File: src/rtl/crt_exp_pkg.sv
package crt_exp_pkg;

  typedef enum logic [3:0] {
    PH_IDLE,
    PH_FWD_A,
    PH_FWD_B,
    PH_EXP_INIT,
    PH_EXP_MUL,
    PH_EXP_SQR,
    PH_REV_A,
    PH_REV_B,
    PH_ACC,
    PH_FIN
  } crt_phase_t;

endpackage

File: src/rtl/crt_mont_mul.sv
// Sequential radix-2 Montgomery product: z = x*y*2^-K mod m, with K = N or N/2.
module crt_mont_mul #(
  parameter int N = 16,
  parameter int H = N / 2
) (
  input  logic         clk,
  input  logic         rst,
  input  logic         go,
  input  logic         half,
  input  logic [N-1:0] x,
  input  logic [N-1:0] y,
  input  logic [N-1:0] m,
  output logic         rdy,
  output logic [N-1:0] z
);
  localparam int CW = $clog2(N);
  localparam int SW = N + 2;

  logic          run, fin;
  logic [CW-1:0] cnt;
  logic [N-1:0]  xs;
  logic [SW-1:0] s, a_sum, s_nx;

  always_comb begin
    a_sum = s + (xs[0] ? {2'b00, y} : '0);
    s_nx  = (a_sum + (a_sum[0] ? {2'b00, m} : '0)) >> 1;
  end

  always_ff @(posedge clk) begin
    if (rst) begin
      run <= 1'b0;
      fin <= 1'b0;
      rdy <= 1'b0;
      cnt <= '0;
      xs  <= '0;
      s   <= '0;
      z   <= '0;
    end else begin
      rdy <= 1'b0;
      if (fin) begin
        z   <= (s >= {2'b00, m}) ? N'(s - {2'b00, m}) : N'(s);
        rdy <= 1'b1;
        fin <= 1'b0;
      end else if (run) begin
        s  <= s_nx;
        xs <= xs >> 1;
        if (cnt == '0) begin
          run <= 1'b0;
          fin <= 1'b1;
        end else begin
          cnt <= cnt - 1'b1;
        end
      end else if (go) begin
        run <= 1'b1;
        s   <= '0;
        xs  <= x;
        cnt <= half ? CW'(H - 1) : CW'(N - 1);
      end
    end
  end
endmodule

File: src/rtl/crt_recomb_acc.sv
// Two-cycle merge: sum the channel values, then fold once below m.
module crt_recomb_acc #(
  parameter int N = 16
) (
  input  logic         clk,
  input  logic         rst,
  input  logic         go,
  input  logic [N-1:0] a,
  input  logic [N-1:0] b,
  input  logic [N-1:0] m,
  output logic         rdy,
  output logic [N-1:0] sum_out
);
  logic         stg;
  logic [N:0]   sum;

  always_ff @(posedge clk) begin
    if (rst) begin
      stg     <= 1'b0;
      sum     <= '0;
      rdy     <= 1'b0;
      sum_out <= '0;
    end else begin
      rdy <= 1'b0;
      if (stg) begin
        sum_out <= (sum >= {1'b0, m}) ? N'(sum - {1'b0, m}) : N'(sum);
        rdy     <= 1'b1;
        stg     <= 1'b0;
      end else if (go) begin
        sum <= {1'b0, a} + {1'b0, b};
        stg <= 1'b1;
      end
    end
  end
endmodule

File: src/rtl/crt_exp_seq.sv
module crt_exp_seq
  import crt_exp_pkg::*;
#(
  parameter int N  = 16,
  parameter int EW = 16
) (
  input  logic            clk,
  input  logic            rst,
  input  logic            start,
  input  logic [N-1:0]    x_in,
  input  logic [EW-1:0]   e_in,
  input  logic [N/2-1:0]  mod_a,
  input  logic [N/2-1:0]  mod_b,
  input  logic [N-1:0]    mod_full,
  input  logic [N/2-1:0]  r2n_a,
  input  logic [N/2-1:0]  r2n_b,
  input  logic [N/2-1:0]  r2h_a,
  input  logic [N/2-1:0]  r2h_b,
  input  logic [N/2-1:0]  crt_a,
  input  logic [N/2-1:0]  crt_b,
  input  logic [N-1:0]    r2n_full,
  output logic            busy,
  output logic            done,
  output logic [N-1:0]    z
);
  localparam int H  = N / 2;
  localparam int BW = (EW > 1) ? $clog2(EW) : 1;

  crt_phase_t     ph;
  logic           pend, ch;
  logic [BW-1:0]  bi;
  logic [N-1:0]   xq, t, u, s;
  logic [EW-1:0]  eq;
  logic [N-1:0]   zr [2];

  logic           mm_go, mm_half, mm_rdy, acc_go, acc_rdy;
  logic [N-1:0]   mm_x, mm_y, mm_m, mm_z, acc_out;
  logic [H-1:0]   mi, mo, r2n_i, r2h_i, crt_i;

  // per-channel constant selection
  always_comb begin
    mi    = ch ? mod_b : mod_a;
    mo    = ch ? mod_a : mod_b;
    r2n_i = ch ? r2n_b : r2n_a;
    r2h_i = ch ? r2h_b : r2h_a;
    crt_i = ch ? crt_b : crt_a;
  end

  // operand routing to the shared multiplier
  always_comb begin
    mm_go   = 1'b0;
    mm_half = 1'b0;
    mm_x    = '0;
    mm_y    = '0;
    mm_m    = {{(N-H){1'b0}}, mi};
    case (ph)
      PH_FWD_A:    begin mm_go = !pend; mm_x = xq; mm_y = N'(1); end
      PH_FWD_B:    begin mm_go = !pend; mm_x = t;  mm_y = {{(N-H){1'b0}}, r2n_i}; end
      PH_EXP_INIT: begin mm_go = !pend; mm_half = 1'b1; mm_x = t; mm_y = {{(N-H){1'b0}}, r2h_i}; end
      PH_EXP_MUL:  begin mm_go = !pend; mm_half = 1'b1; mm_x = u; mm_y = s; end
      PH_EXP_SQR:  begin mm_go = !pend; mm_half = 1'b1; mm_x = s; mm_y = s; end
      PH_REV_A:    begin mm_go = !pend; mm_half = 1'b1; mm_x = u; mm_y = {{(N-H){1'b0}}, crt_i}; end
      PH_REV_B:    begin mm_go = !pend; mm_x = t; mm_y = {{(N-H){1'b0}}, mo}; mm_m = mod_full; end
      PH_FIN:      begin mm_go = !pend; mm_x = t; mm_y = r2n_full; mm_m = mod_full; end
      default:     ;
    endcase
    acc_go = (ph == PH_ACC) && !pend;
  end

  crt_mont_mul #(.N(N), .H(H)) mul_i (
    .clk(clk), .rst(rst), .go(mm_go), .half(mm_half),
    .x(mm_x), .y(mm_y), .m(mm_m), .rdy(mm_rdy), .z(mm_z)
  );

  crt_recomb_acc #(.N(N)) acc_i (
    .clk(clk), .rst(rst), .go(acc_go), .a(zr[0]), .b(zr[1]),
    .m(mod_full), .rdy(acc_rdy), .sum_out(acc_out)
  );

  always_ff @(posedge clk) begin
    if (rst) begin
      ph    <= PH_IDLE;
      pend  <= 1'b0;
      ch    <= 1'b0;
      bi    <= '0;
      xq    <= '0;
      eq    <= '0;
      t     <= '0;
      u     <= '0;
      s     <= '0;
      zr[0] <= '0;
      zr[1] <= '0;
      busy  <= 1'b0;
      done  <= 1'b0;
      z     <= '0;
    end else begin
      done <= 1'b0;
      if (mm_go || acc_go) pend <= 1'b1;
      case (ph)
        PH_IDLE: if (start) begin
          ph   <= PH_FWD_A;
          ch   <= 1'b0;
          xq   <= x_in;
          eq   <= e_in;
          busy <= 1'b1;
        end
        PH_ACC: if (acc_rdy) begin
          pend <= 1'b0;
          t    <= acc_out;
          ph   <= PH_FIN;
        end
        default: if (mm_rdy) begin
          pend <= 1'b0;
          case (ph)
            PH_FWD_A: begin t <= mm_z; ph <= PH_FWD_B; end
            PH_FWD_B: begin t <= mm_z; ph <= PH_EXP_INIT; end
            PH_EXP_INIT: begin
              s  <= mm_z;
              u  <= N'(1);
              bi <= '0;
              ph <= PH_EXP_MUL;
            end
            PH_EXP_MUL: begin
              if (eq[bi]) u <= mm_z;
              ph <= PH_EXP_SQR;
            end
            PH_EXP_SQR: begin
              s <= mm_z;
              if (bi == BW'(EW - 1)) ph <= PH_REV_A;
              else begin
                bi <= bi + 1'b1;
                ph <= PH_EXP_MUL;
              end
            end
            PH_REV_A: begin t <= mm_z; ph <= PH_REV_B; end
            PH_REV_B: begin
              zr[ch] <= mm_z;
              if (ch) ph <= PH_ACC;
              else begin
                ch <= 1'b1;
                ph <= PH_FWD_A;
              end
            end
            PH_FIN: begin
              z    <= mm_z;
              done <= 1'b1;
              busy <= 1'b0;
              ph   <= PH_IDLE;
            end
            default: ph <= PH_IDLE;
          endcase
        end
      endcase
    end
  end
endmodule

File: config.mk
export PLATFORM = sky130hd
export DESIGN_NAME = crt_exp_seq
export DESIGN_NICKNAME = d
export VERILOG_FILES = /design/src/rtl/crt_exp_pkg.sv /design/src/rtl/crt_mont_mul.sv /design/src/rtl/crt_recomb_acc.sv /design/src/rtl/crt_exp_seq.sv
export SDC_FILE = /design/constraint.sdc
export NUM_CORES = 1
export LEC_CHECK = 0
export BUFFER_PORTS_ARGS = -buffer_cell sky130_fd_sc_hd__buf_2
export CORE_MARGIN = 2
export CORE_UTILIZATION = 50
export CTS_CLUSTER_SIZE = 20
export DETAILED_ROUTE_END_ITERATION = 7
export PLACE_DENSITY = 0.76
export SLEW_MARGIN = 15
export SYNTH_ARGS = -nofsm -noshare
export SYNTH_HDL_FRONTEND = slang
export SYNTH_HIERARCHICAL = 1
export SYNTH_SLANG_ARGS = --single-unit
export TNS_END_PERCENT = 5
File: constraint.sdc
create_clock -name clk -period 7.34 [get_ports clk]
set_clock_uncertainty 0.1 [all_clocks]
set_input_delay 1.468 -clock clk [delete_from_list [all_inputs] [get_ports clk]]
set_output_delay 1.468 -clock clk [all_outputs]
set_load 0.02 [all_outputs]
## Word-level counts from Yosys, hierarchy flattened

Memories as Yosys holds them, arrays and structs flattened.
Cells that the tools add are included.
W data, S select, Z words.

- Register bits after elaboration: 200
- Bits in writable memories: 32
- Input port bits: 131
- Output and inout bits: 18
- Word-level logic and storage cells: 164
- Memories kept: 1

Memory list:

| name | depth | bits a word | rd ports | clocked after Yosys merged registers in | wr ports | line | RTL |
|---|---|---|---|---|---|---|---|
| zr | 2 | 16 | 2 | 0 | 2 | crt_exp_seq.sv:34 | `logic [N-1:0] zr [2];` |

- Add/subtract/negate cells: 7
- Magnitude comparators: 3
- Eq/ne operators: 15
- Mux-type cells: 69
- Bitwise operators: 7
- Reductions and logical operators: 39

Operators with widths:

| kind | count |
|---|---|
| $mux W16 | 12 |
| $pmux W16 S7 | 1 |
| $pmux W16 S2 | 2 |
| $pmux W16 S4 | 1 |
| $mux W8 | 5 |
| $mux W18 | 2 |
| $mux W4 | 9 |
| $sub A16 B16 Y16 | 2 |
| $mux W1 | 29 |
| $pmux W4 S7 | 1 |
| $reduce_and A4 Y1 | 5 |
| $add A18 B16 Y18 | 1 |
| $add A18 B18 Y18 | 1 |
| $ge A18 B16 Y1 | 1 |
| $add A16 B16 Y17 | 1 |
| $ge A17 B16 Y1 | 1 |
| $eq A4 B3 Y1 const B | 4 |
| $pmux W4 S2 | 2 |
| $reduce_bool A2 Y1 | 8 |
| $reduce_or A16 Y1 | 1 |
| $eq A4 B4 Y1 const B | 3 |
| $reduce_and A3 Y1 | 4 |
| $reduce_or A2 Y1 | 6 |
| $reduce_or A4 Y1 | 3 |
| 19 further kinds | 35 |

## Depth between registers and ports, before layout

- Word-level depth: 8
- Gate-level depth with buffers: 27
- Depth with buffers taken out: 25

## Cells and area by module

The synthesis kept the hierarchy.

Modules (own cells, without submodules):

| module | instances | cells an instance | area an instance (µm²) | seq. area each (µm²) |
|---|---|---|---|---|
| crt_exp_seq | 1 | 797 | 6976.7 | 3123.0 |
| crt_mont_mul | 1 | 591 | 4695.8 | 1121.1 |
| crt_recomb_acc | 1 | 390 | 3041.7 | 700.7 |

## Worst setup path after synthesis

Ideal clock, no wire load.

- Path kind: in2reg
- Start point: in mod_a[0]
- End point: reg mul_i.s[16]
- Library setup time: 70 ps
- Data arrival time: 5165 ps
- Data required time: 7170 ps
- Setup slack: 2005 ps
- Stages: 22
- Path buffers: 0
- Cells stage by stage: mux4_2 mux2i_1 o22ai_1 and2_1 ha_1 a21o_1 a21oi_1 o21bai_1 a21oi_1 o21bai_1 a21oi_1 xnor2_1 ha_1 and3_1 a221o_1 a21oi_2 o221ai_2 and2_1 nor3_1 nand3b_1 a21oi_1 o2bb2ai_1

- Word-level cells in the longest chain between the ends: 7
- Elaborated cells on any way between the ends: 9
- Classes of those cells: 2 x add/sub; 7 x mux

Ends and longest elaborated chain:

| item | line | RTL |
|---|---|---|
| from (decl) | crt_exp_seq.sv:12 | `input logic [N/2-1:0] mod_a,` |
| $mux W8 (*) | crt_exp_seq.sv:43 | `mo = ch ? mod_a : mod_b;` |
| $pmux W16 S7 (*) | crt_exp_seq.sv:56 | `case (ph)` |
| via mm_y[0] | crt_exp_seq.sv:37 | `logic [N-1:0] mm_x, mm_y, mm_m, mm_z, acc_out;` |
| $mux W16 (*) | crt_mont_mul.sv:25 | `a_sum = s + (xs[0] ? {2'b00, y} : '0);` |
| $add A18 B16 Y18 (*) | crt_mont_mul.sv:25 |  |
| $mux W16 | crt_mont_mul.sv:26 | `s_nx = (a_sum + (a_sum[0] ? {2'b00, m} : '0)) >> 1;` |
| $add A18 B18 Y18 (*) | crt_mont_mul.sv:26 |  |
| $mux W18 (*) | crt_mont_mul.sv:44 | `end else if (run) begin` |
| to (signal assigned) | crt_mont_mul.sv:45 | `s <= s_nx;` |
| to (decl) | crt_mont_mul.sv:22 | `logic [SW-1:0] s, a_sum, s_nx;` |

The timed path passes the listed nets; every way through them passes the cells marked *.
A chain may end at the register's enable or synchronous reset.

## Final worst setup path

- Start point: reg ph[1]
- End point: reg mul_i.s[15]

- Elaborated cells on any way between the ends: 21
- Classes of those cells: 2 x add/sub; 8 x eq/ne; 6 x mux; 5 x reduce/logical

RTL lines:

| item | line | RTL |
|---|---|---|
| from (decl) | crt_exp_seq.sv:29 | `crt_phase_t ph;` |
| from (signal assigned) | crt_exp_seq.sv:82 | `ph <= PH_IDLE;` |
| from (signal assigned) | crt_exp_seq.sv:101 | `ph <= PH_FWD_A;` |
| from (signal assigned) | crt_exp_seq.sv:110 | `ph <= PH_FIN;` |
| $eq A4 B3 Y1 | crt_exp_seq.sv:56 |  |
| $reduce_or A2 Y1 (no line) | -- |  |
| $pmux W16 S7 (*) | crt_exp_seq.sv:56 |  |
| via mm_y[6] | crt_exp_seq.sv:37 |  |
| $mux W16 (*) | crt_mont_mul.sv:25 |  |
| $add A18 B16 Y18 (*) | crt_mont_mul.sv:25 |  |
| $add A18 B18 Y18 (*) | crt_mont_mul.sv:26 |  |
| $mux W18 (*) | crt_mont_mul.sv:44 |  |

Marked as above.

==> key figures <==
Run status
  • Status: finished clean

Worst setup path
  • Critical Path Max Stage Delay: 0.88 ns
  • WS Path Type: register to register
  • Setup crit start: ph[1]
  • CP endpoint kind: register
  • Worst path required time: 7.60 ns
  • Worst flop-to-flop path startpoint: ph[1]
  • CP arrival: 5.95 ns
  • Max Fanout on Critical Path: 20
  • Critical path's slowest cell: dfxtp_1
  • CP most frequent cell: a21o_1
  • CP startpoint kind: register
  • CP cell instances: nor2_1 -> and2_1 -> a221oi_1 -> o31ai_1 -> and2_1 -> ha_1 -> a21o_1 -> a21o_1 -> a21o_1 -> nand2b_1 -> and2_1 -> a21oi_1 -> xnor2_1 -> ha_1 -> a21o_1 -> a21oi_1 -> nor2b_1 -> a211oi_2 -> xor2_1 -> xnor2_1 -> a22oi_1 -> nor2_1

Synth
  • Syn Inst Count: 1,778
  • Netlist cell types: 89
  • Seq/Total Area, Yosys: 0.3361
  • Yosys warns: 6
  • Post-synth ARST share: 0
  • Syn avg cell area: 8.276 um^2
  • EDFF count, synth: 32
  • Ys flop type: dfxtp_1
  • Syn Nets: 1,995
  • Syn Std Cell Area: 14,710 um^2
  • #FFs+latches synth: 231

Timing
  • Slew at the pin closest to its max-slew limit: 1.167 ns
  • Slew margin rel.: 0.2191
  • Crit path time final: 5.686 ns
  • Unrepaired setup endpoints after global routing: no
  • Final setup fails: 0
  • Worst Slack Setup Final: 1.654 ns
  • Fin crit share: 0.7747
  • Fmax: 175.9 MHz
  • Final setup TNS: 0 ns
  • Final hold vios: 0
  • Max Slew Vio Count: 0

Worst hold path
  • Hold Path Class: register to register
  • HP Start: z[8]

Clocking
  • CTS max path bufs: 3
  • Clock sink count: 231
  • CTS resizes: 0
  • Clock Latency Late Sink: 0.52 ns
  • CTS Buf Count: 25
  • Hold Buf Count CTS: 0
  • Worst-path clk slew: 0.06 ns
  • Root buffer cell: clkbuf_16
  • Post-CTS Setup Repair Bufs: 0
  • H-tree levels: 1
  • CTS tree: built

Global routing
  • Antenna violations before repair: 1
  • Vias in the first global route: 13,240
  • GR Overflow Total: 0
  • Global-route wire length before repair: 69.26 mm
  • Largest net degree at the start of global routing: 85
  • Tot GR Track Use: 0.2791

Floorplanning
  • Boundary pin count: 149
  • Die Height: 175.5 um
  • Horiz. Die Dim: 175.5 um
  • Die ar.: 30,820 um^2
  • Std-Cell Core Area: 28,860 um^2
  • Starting Density: 0.5099
  • Row Count: 62

Routing
  • Vias/cell: 6.005
  • Routed via count: 13,610
  • WL per Instance: 19.27 um
  • Antenna-violating nets left: 0
  • DRT iter0 DRCs: 1,164
  • WL final: 43.69 mm
  • Remaining routing DRC violations: 0
  • Drt pass-1 iters: 6

Placement
  • Buffers on Ports: 148
  • GP Congestion: 0.9311
  • Post-place setup slack: 1.461 ns
  • HPWL Detailed: 32.49 mm

Power
  • Internal power: 2.329 mW
  • Clk network pwr share: 0.363
  • Leakage: 6.513 nW
  • Switching pwr: 1.051 mW
  • Sw Ratio: 0.3110
  • Reg power frac: 0.438
  • Part of the power in combinational logic: 0.199
  • VDD IR max: 166.8 uV
  • Power per cell area: 205.7 nW/um^2

Finish
  • Nets: 2,083
  • ANT cells: 0
  • Area Overhead vs Synth: 11.68%
  • Share of layout cells above drive strength 1: 0.1429

Job
  • Max-cap violations: 0
-- per-stage QoR --
| step | total power [mW] | area [um^2] | hold slack [ns] | utilization | instances |
|---|---|---|---|---|---|
| final | 3.380 | 16430 | 0.3486 | 0.5695 | 2267 |
| after global routing | 3.522 | 16430 | 0.3747 | 0.5695 | 2267 |
| after CTS | 3.376 | 16420 | 0.3525 | 0.5689 | 2267 |
| after detailed placement | 2.162 | 15620 | 0.3446 | 0.5413 | 2223 |
| after global placement | 2.141 | 15620 | 0.3410 | 0.5413 | 2223 |
| after floorplan | 1.938 | 14710 | 0.3316 | - | 1778 |
-- power by group through the flow --
| stage | Clock (mW) | Combinational [mW] | Sequential (mW) |
|---|---|---|---|
| after CTS | 1.24 | 0.661 | 1.48 |
| after global routing | 1.29 | 0.741 | 1.49 |
| after floorplan | 0 | 0.489 | 1.45 |
| final | 1.23 | 0.672 | 1.48 |
| after detailed placement | 0 | 0.656 | 1.51 |
| after global placement | 0 | 0.640 | 1.50 |
-- cell usage after synthesis, drive strengths merged, types with 5 or more instances --
cell type / instances / area (um^2)
nor2: 163 / 614.3
a31oi: 11 / 68.82
a211oi: 58 / 457.9
a21o: 32 / 241.5
o21bai: 8 / 60.06
nand3: 44 / 220.2
a31o: 6 / 52.55
mux2: 11 / 123.9
inv: 63 / 236.5
nand2: 242 / 910.9
a22oi: 15 / 112.6
xor2: 15 / 131.4
ha: 81 / 1013
o31ai: 7 / 62.56
nand3b: 8 / 60.06
fa: 5 / 100.1
nor2b: 23 / 143.9
o21ai: 57 / 300.3
nor3: 26 / 141.4
nand2b: 16 / 100.1
o211ai: 24 / 180.2
o21a: 6 / 45.04
buf: 34 / 220.2
a21oi: 155 / 783.3
or3: 6 / 42.54
nand4: 10 / 62.56
nand4b: 7 / 61.31
a311oi: 15 / 148.9
and3: 14 / 87.58
and2: 76 / 475.5
clkbuf: 74 / 277.8
dfxtp: 199 / 3984
a222oi: 16 / 160.2
or2: 9 / 56.30
xnor2: 46 / 402.9
a22o: 8 / 70.07
edfxtp: 32 / 960.9
a221oi: 12 / 105.1
mux2i: 85 / 850.8
-- state kept, by name, indices dropped and copies added (netlist names), 4 cells and up --
register	cells
mul_i/xs	16
xq	16
ph	4
u	16
zr	32
t	16
s	16
mul_i/z	16
mul_i/s	17
z	16
eq	16
acc_i/sum_out	16
mul_i/cnt	4
bi	4
acc_i/sum	17
-- worst paths after layout --
kind | endpoint | slack [ns] | depth (start not counted)
max | mul_i/s[15] | 1.65 | 22
min | z[8] | 0.35 | 2
min reg2reg | z[8] | 0.35 | 2
max reg2reg | mul_i/s[15] | 1.65 | 22
-- final cells by class --
| cell class | count | area [um^2] |
|---|---|---|
| flip-flops and latches | 231 | 4945 |
| multi-input cells | 1376 | 9070 |
| fillers | 2642 | 12420 |
| repair buffers | 169 | 904.6 |
| clock buffers | 34 | 710.7 |
| well taps | 384 | 480.5 |
| inverters | 63 | 236.5 |
| clock inverters | 10 | 86.33 |
-- per-layer routing --
layer / global-route usage / vias up / part of all wire
met5: 0 / - / 0
li1: - / 6574 / -
met1: 0.3514 / 6442 / 0.41
met3: 0.04286 / 105 / 0.070
met2: 0.4841 / 493 / 0.48
met4: 0.1016 / 0 / 0.040
-- placed cells by master (no fill, tap or decap), types with 21 or more instances in the layout --
cell       Yosys  layout
nand2_1      241     241
dfxtp_1      199     199
nor2_1       162     161
a21oi_1      153     153
buf_2         16     147
mux2i_1       85      85
ha_1          81      81
and2_1        76      76
inv_1         63      63
a211oi_1      55      55
xnor2_1       46      46
nand3_1       44      44
o21ai_0       45      44
edfxtp_1      32      32
a21o_1        31      31
clkbuf_16      0      26
o211ai_1      24      24
nor3_1        25      24
nor2b_1       23      22
buf_4          5      21
-- worst max-delay path: cells and delay by family, from the launching register on --
family,cells,cell delay (ns)
adders and majority gates,2,0.65
and+or+nand+nor,7,1.27
xor gates and xnor gates,3,0.42
DFF,1,0.88
AOI/OAI and AO/OA,10,2.16
-- cells by family after synthesis --
group	after synthesis	synth area share
simple gates	663	0.2141
compound gates	467	0.2171
flops	231	0.3361
buf+inv	171	0.04992
mux	99	0.07083
fa+ha+maj	86	0.07568
xor+xnor	61	0.03631
(Power assumes the default switching activity.)
